### config.mk
export PLATFORM = sky130hd
export DESIGN_NAME = vec_addr_gen
export DESIGN_NICKNAME = d
export VERILOG_FILES = /design/src/rtl/vag_pkg.sv /design/src/rtl/vag_step.sv /design/src/rtl/vag_index_scale.sv /design/src/rtl/vag_bank_sel.sv /design/src/rtl/vag_seq.sv /design/src/rtl/vec_addr_gen.sv
export SDC_FILE = /design/constraint.sdc
export NUM_CORES = 1
export LEC_CHECK = 0
export ABC_AREA = 1
export BUFFER_PORTS_ARGS = -buffer_cell sky130_fd_sc_hd__buf_2
export CORE_ASPECT_RATIO = 1.75
export CORE_UTILIZATION = 54
export CTS_CLUSTER_DIAMETER = 80
export DETAILED_ROUTE_END_ITERATION = 10
export HOLD_SLACK_MARGIN = 0.03
export MAX_ROUTING_LAYER = met4
export PLACE_DENSITY = 0.78
export SYNTH_ARGS = -nofsm -noshare
export SYNTH_HDL_FRONTEND = slang
export SYNTH_HIERARCHICAL = 1
export SYNTH_SLANG_ARGS = --single-unit
### constraint.sdc
create_clock -name clk -period 2.44 [get_ports clk]
set_input_delay 0.244 -clock clk [delete_from_list [all_inputs] [get_ports clk]]
set_output_delay 0.244 -clock clk [all_outputs]
set_load 0.03 [all_outputs]
### src/rtl/vag_pkg.sv
package vag_pkg;

    typedef enum logic [1:0] {
        AM_UNIT   = 2'd0,
        AM_STRIDE = 2'd1,
        AM_INDEX  = 2'd2,
        AM_RSVD   = 2'd3
    } amode_e;

    typedef enum logic [1:0] {
        EW_8  = 2'd0,
        EW_16 = 2'd1,
        EW_32 = 2'd2,
        EW_64 = 2'd3
    } ewidth_e;

    typedef struct packed {
        amode_e  mode;
        ewidth_e width;
    } acfg_t;

    // log2 of the element size in bytes
    function automatic logic [1:0] size_shift(input ewidth_e w);
        return logic'(w[1]) ? {1'b1, w[0]} : {1'b0, w[0]};
    endfunction

    function automatic logic is_indexed(input amode_e m);
        return m == AM_INDEX;
    endfunction

endpackage

### src/rtl/vag_step.sv
module vag_step
    import vag_pkg::*;
#(
    parameter int AW = 32
) (
    input  acfg_t          cfg,
    input  logic [AW-1:0]  stride,
    output logic [AW-1:0]  step
);
    always_comb begin
        unique case (cfg.mode)
            AM_STRIDE: step = stride;
            AM_INDEX:  step = '0;
            default:   step = AW'(1) << size_shift(cfg.width);
        endcase
    end
endmodule

### src/rtl/vag_index_scale.sv
module vag_index_scale
    import vag_pkg::*;
#(
    parameter int AW = 32,
    parameter int IW = 16
) (
    input  logic [AW-1:0] base,
    input  logic [IW-1:0] index,
    input  ewidth_e       width,
    output logic [AW-1:0] addr
);
    logic [AW-1:0] scaled;
    always_comb begin
        scaled = AW'(index) << size_shift(width);
        addr   = base + scaled;
    end
endmodule

### src/rtl/vag_bank_sel.sv
module vag_bank_sel #(
    parameter int AW         = 32,
    parameter int NBANK      = 8,
    parameter int WORD_BYTES = 8,
    localparam int BW        = $clog2(NBANK),
    localparam int BANK_LSB  = $clog2(WORD_BYTES)
) (
    input  logic [AW-1:0] addr,
    output logic [BW-1:0] bank
);
    assign bank = addr[BANK_LSB +: BW];
endmodule

### src/rtl/vag_seq.sv
module vag_seq #(
    parameter int MAX_VL = 32,
    parameter int VLW    = $clog2(MAX_VL + 1),
    parameter int EW     = $clog2(MAX_VL)
) (
    input  logic           clk,
    input  logic           rst,
    input  logic           start,
    input  logic [VLW-1:0] vlen_in,
    input  logic           indexed,
    input  logic           idx_valid,
    input  logic           out_ready,
    output logic           cmd_ready,
    output logic           accept,
    output logic           issue,
    output logic [EW-1:0]  issue_elem,
    output logic           idx_ready,
    output logic           out_valid,
    output logic           out_last,
    output logic           done
);
    logic           busy;
    logic [VLW-1:0] vl_r;
    logic [VLW-1:0] issued;
    logic [VLW-1:0] vl_c;
    logic           slot_free;
    logic           more;
    logic           final_hs;

    assign vl_c       = (vlen_in > VLW'(MAX_VL)) ? VLW'(MAX_VL) : vlen_in;
    assign cmd_ready  = !busy;
    assign accept     = start && !busy;
    assign slot_free  = !out_valid || out_ready;
    assign more       = issued < vl_r;
    assign idx_ready  = busy && indexed && more && slot_free;
    assign issue      = busy && more && slot_free && (!indexed || idx_valid);
    assign issue_elem = issued[EW-1:0];
    assign final_hs   = out_valid && out_ready && out_last;

    always_ff @(posedge clk) begin
        if (rst) begin
            busy      <= 1'b0;
            vl_r      <= '0;
            issued    <= '0;
            out_valid <= 1'b0;
            out_last  <= 1'b0;
            done      <= 1'b0;
        end else begin
            done <= 1'b0;
            if (accept) begin
                busy   <= (vl_c != '0);
                vl_r   <= vl_c;
                issued <= '0;
                done   <= (vl_c == '0);
            end else begin
                if (issue) begin
                    out_valid <= 1'b1;
                    out_last  <= (issued == vl_r - VLW'(1));
                    issued    <= issued + VLW'(1);
                end else if (out_ready) begin
                    out_valid <= 1'b0;
                end
                if (final_hs) begin
                    busy <= 1'b0;
                    done <= 1'b1;
                end
            end
        end
    end

    // completion is a single-cycle pulse
    p_done_single_r8: assert property (@(posedge clk) disable iff (rst)
        done && !start |=> !done);

    // completion follows the final handshake by one edge
    p_done_after_last_r8: assert property (@(posedge clk) disable iff (rst)
        final_hs |=> done && cmd_ready);

    // empty command completes at once and emits nothing
    p_zero_len_r9: assert property (@(posedge clk) disable iff (rst)
        accept && vl_c == '0 |=> done && !out_valid);

    // never more issues than the clamped count
    p_count_bound_r7: assert property (@(posedge clk) disable iff (rst)
        issued <= VLW'(MAX_VL));

endmodule

### src/rtl/vec_addr_gen.sv
module vec_addr_gen
    import vag_pkg::*;
#(
    parameter int AW         = 32,
    parameter int IW         = 16,
    parameter int MAX_VL     = 32,
    parameter int NBANK      = 8,
    parameter int WORD_BYTES = 8,
    localparam int VLW       = $clog2(MAX_VL + 1),
    localparam int EW        = $clog2(MAX_VL),
    localparam int BW        = $clog2(NBANK)
) (
    input  logic           clk,
    input  logic           rst,
    input  logic           cmd_start,
    output logic           cmd_ready,
    input  logic [AW-1:0]  cmd_base,
    input  logic [1:0]     cmd_mode,
    input  logic [AW-1:0]  cmd_stride,
    input  logic [1:0]     cmd_ewidth,
    input  logic [VLW-1:0] cmd_vlen,
    input  logic           idx_valid,
    output logic           idx_ready,
    input  logic [IW-1:0]  idx_data,
    output logic           addr_valid,
    input  logic           addr_ready,
    output logic [AW-1:0]  addr_out,
    output logic [EW-1:0]  addr_elem,
    output logic [BW-1:0]  addr_bank,
    output logic           done
);
    acfg_t          cfg_r;
    logic [AW-1:0]  base_r;
    logic [AW-1:0]  stride_r;
    logic [AW-1:0]  cur_r;
    logic [AW-1:0]  step;
    logic [AW-1:0]  gather_addr;
    logic [AW-1:0]  out_addr;
    logic [EW-1:0]  out_elem;
    logic           accept;
    logic           issue;
    logic [EW-1:0]  issue_elem;
    logic           out_last;

    vag_seq #(.MAX_VL(MAX_VL), .VLW(VLW), .EW(EW)) u_seq (
        .clk        (clk),
        .rst        (rst),
        .start      (cmd_start),
        .vlen_in    (cmd_vlen),
        .indexed    (is_indexed(cfg_r.mode)),
        .idx_valid  (idx_valid),
        .out_ready  (addr_ready),
        .cmd_ready  (cmd_ready),
        .accept     (accept),
        .issue      (issue),
        .issue_elem (issue_elem),
        .idx_ready  (idx_ready),
        .out_valid  (addr_valid),
        .out_last   (out_last),
        .done       (done)
    );

    vag_step #(.AW(AW)) u_step (
        .cfg    (cfg_r),
        .stride (stride_r),
        .step   (step)
    );

    vag_index_scale #(.AW(AW), .IW(IW)) u_scale (
        .base  (base_r),
        .index (idx_data),
        .width (cfg_r.width),
        .addr  (gather_addr)
    );

    vag_bank_sel #(.AW(AW), .NBANK(NBANK), .WORD_BYTES(WORD_BYTES)) u_bank (
        .addr (out_addr),
        .bank (addr_bank)
    );

    always_ff @(posedge clk) begin
        if (rst) begin
            cfg_r    <= '{mode: AM_UNIT, width: EW_8};
            base_r   <= '0;
            stride_r <= '0;
            cur_r    <= '0;
            out_addr <= '0;
            out_elem <= '0;
        end else if (accept) begin
            cfg_r    <= '{mode: amode_e'(cmd_mode), width: ewidth_e'(cmd_ewidth)};
            base_r   <= cmd_base;
            stride_r <= cmd_stride;
            cur_r    <= cmd_base;
        end else if (issue) begin
            out_addr <= is_indexed(cfg_r.mode) ? gather_addr : cur_r;
            out_elem <= issue_elem;
            cur_r    <= cur_r + step;
        end
    end

    assign addr_out  = out_addr;
    assign addr_elem = out_elem;

    // a stalled address is held unchanged
    p_hold_r10: assert property (@(posedge clk) disable iff (rst)
        addr_valid && !addr_ready |=>
            addr_valid && $stable(addr_out) && $stable(addr_elem));

    // no index is requested outside indexed mode
    p_idx_mode_r4: assert property (@(posedge clk) disable iff (rst)
        idx_ready |-> cfg_r.mode == AM_INDEX && !cmd_ready);

endmodule

==> summary.md <==
| Metric | Value |
|---|---|
| Vias | `13,300` |
| Routed len/inst | `18.2 um` |
| WL met2 | `21,100 um` |
| Period utilization | `112%` |
| Clock transition at path regs | `60 ps` |
| Vias in the first global route | `12,200` |
| Final worst path period need | `2720 ps` |
| Placed Cells | `2,226` |
| Critical path type | `reg -> reg` |
| DR pass1 iterations | `5` |
| Setup WS post-layout | `-281 ps` |
| Vias per cell | `5.73` |
| CTS H-Tree Depth | `4` |
| CTS Buffer Depth | `2` |
| P_leak | `0.00790 uW` |
| Synthesized instance count | `1,818` |
| CP Launch Type | `register` |
| Number of I/O pins | `139` |
| Post-synthesis sequential area ratio | `27.6%` |
| CTS tree | `built` |
| Worst Tran Pin Value | `840 ps` |
| Met1 WL | `14,500 um` |
| Die width | `110 um` |
| Largest net degree at the start of global routing | `67` |
| Failing checks | `setup timing` |
| Peak VDD IR | `0.552 mV` |
| Share of cells above drive strength 1 | `33.6%` |
| Final setup viols | `38` |
| WHS | `37.5 ps` |
| Number of flops mapped to enable cells by yosys | `0` |
| Initial drt markers | `1,107` |
| Share of the synthesized area in the top cell type | `27.6%` |
| CP Data Arrival Time | `3110 ps` |
| Synthesized-area fraction occupied by adder cells | `7.12%` |
| Worst EP required | `2830 ps` |
| Top_reg_cell synth | `dfxtp_1` |
| Skew-Pair Late Insertion Delay | `440 ps` |
| Post-DRT Antenna Nets | `0` |
| Initial antenna violation count | `0` |
| Outcome | `finished with violations` |
| DR top layer | `met4` |
| Remaining Overflow, GRT | `0` |
| Post-Syn Nets | `1,975` |
| Fin Setup TNS | `-5240 ps` |
| Critical Path Fanout Max | `5` |
| Pwr Total | `8130 uW` |
| Die Area | `21,200 um2` |
| Starting Density | `54.9%` |
| PD cells | `523 nW/um2` |
| Synth-to-Final Area Change | `40.0%` |
| DR WL met3 | `2950 um` |
| Top-count cell post-synth | `nand2_1` |
| Fmax | `0.368 GHz` |
| # port buffers | `138` |
| Post-synth top cells | `nand2_1 (624), inv_1 (262), nor2_1 (162), dfxtp_1 (153), nand3_1 (109)` |
| Hpwl dp | `27,400 um` |
| First-pass GRT wire length | `57,000 um` |
| Yosys cell types | `44` |
| Std-Cell Rows | `69` |
| Post-synthesis xor/xnor area fraction | `2.68%` |
| Top cells by area, synth | `dfxtp_1 (28%), nand2_1 (21%), inv_1 (8.9%)` |
| Die Y-Extent | `192 um` |
| Flops & latches, synth | `153` |
| Final WL | `42,300 um` |
| Clock Skew | `11.0 ps` |
| Fin cells | `2,321` |
| Post-route DRC violation count | `0` |
| Core box area | `20,200 um2` |
| Ant. Diodes | `0` |
| Synth Cell Area | `11,100 um2` |
| Root buf cell | `clkbuf_16` |
| Fraction of registers with async set or reset after synthesis | `0%` |
| Area share of and/or/nand/nor cells after synthesis | `36.2%` |
| Max cap viols | `0` |
| RSZ-0062 raised after global routing | `yes` |
| Main combinational cell family by area after synthesis | `simple AND/OR/NAND/NOR gates` |
| Total of warnings raised by yosys | `6` |
| Total CTS buffers | `17` |
| Compound-Gate Fraction of Synth Area | `12.3%` |
| Clock sinks | `153` |
| Synth area leader | `dfxtp_1` |
| Relative slew margins | `44.0%` |
| Max-slew violations | `0` |
| End-of-flow core utilization | `76.9%` |
| Post-synthesis mux area share | `2.07%` |
| Worst setup EP type | `register` |
| Final hold violation count | `0` |
| Final #Nets | `2,217` |
| GR Util All Layers | `36.5%` |
| Mean Syn Cell Area | `6.11 um2` |
| Placer congestion estimate | `0.996` |
| Hold Crit Class | `in -> reg` |
==> repair_timing <==
| action | CTS | global route |
|---|---|---|
| endpoints found under the setup margin | 37 | 55 |
| buffers inserted | 14 | 30 |
| hold buffers | 14 | 0 |
| gates cloned | 1 | 4 |
| hold endpoints to repair | 14 | 0 |
| pin swaps | 89 | 99 |
| gates resized for setup | 131 | 328 |
==> cells by family after synthesis <==
| logic type | count (synthesis) |
|---|---|
| compound gates | 243 |
| xor+xnor | 34 |
| fa+ha+maj | 62 |
| buf+inv | 338 |
| flops | 153 |
| mux | 23 |
| simple gates | 965 |
==> metrics by stage <==
stage | setup slack, ps | instance area [um2]
3_3_place_gp | -332 | 12600
4_1_cts | -85.6 | 13900
6_report | -281 | 15500
5_1_grt | -402 | 15500
2_1_floorplan | -16.6 | 11100
3_5_place_dp | -392 | 12600
==> worst paths after layout <==
| check | start | endpoint | slack [ps] | depth (start not counted) |
|---|---|---|---|---|
| max | cfg_r[0]$_SDFFE_PP0P_ | addr_out[15]$_SDFFE_PP0P_ | -280 | 16 |
| min | cmd_ewidth[1] | cfg_r[1]$_SDFFE_PP0P_ | 40 | 3 |
| min reg2reg | base_r[0]$_SDFFE_PP0P_ | base_r[0]$_SDFFE_PP0P_ | 480 | 2 |
| max reg2reg | cfg_r[0]$_SDFFE_PP0P_ | addr_out[15]$_SDFFE_PP0P_ | -280 | 16 |
==> sequential cells by signal (all words and copies together), names as in the netlist <==
name	cells
cur_r	32
u_seq/done	1
addr_elem	5
u_seq/vl_r	6
u_seq/out_last	1
u_seq/out_valid	1
base_r	32
cfg_r	4
u_seq/issued	6
stride_r	32
u_seq/busy	1
addr_out	32
==> power breakdown <==
group / total, uW / switching, uW / internal, uW / leakage, uW
Sequential: 2850 / 167 / 2680 / 0.00126
Combinational: 2480 / 1450 / 1030 / 0.00635
Clock: 2810 / 1150 / 1650 / 0.000284
Total: 8130 / 2770 / 5360 / 0.00790
==> worst max-delay path, cell delays in order, from the launching register on <==
cell and delay (ps):
dfxtp_4 370, buf_12 140, buf_12 140, mux2i_4 290, mux2i_1 110, ha_1 380, nand2_2 110, buf_6 130
nor2_4 200, a21oi_2 100, nand2_4 120, buf_6 110, xor2_2 130, nand2_1 70, nand3_1 90, o211ai_1 80
inv_1 80
==> per-layer routing <==
| metal | vias up | track usage [%] |
|---|---|---|
| li1 | 6206 | - |
| met4 | 0 | 24.9 |
| met1 | 6132 | 35.2 |
| met5 | - | - |
| met3 | 270 | 6.38 |
| met2 | 695 | 64.7 |
==> cell usage in the layout (no fill, tap or decap), types with 30 or more instances in the layout <==
cell type  instances
a21oi_1           64
buf_2            138
buf_4            101
dfxtp_1          148
inv_1            231
inv_2             38
nand2_1          489
nand2_2          120
nand2_4           30
nand3_1           74
nand3_2           33
nor2_1           124
nor2_2            30
o21ai_0           64
==> final cells by class <==
type	instances	area (um2)
clock buffers	20	447
clock inverters	12	164
fillers	1466	4660
inverters	273	1030
multi-input cells	1327	8350
flip-flops and latches	153	3070
well taps	248	310
repair buffers	288	2160
(Power assumes the default switching activity.)
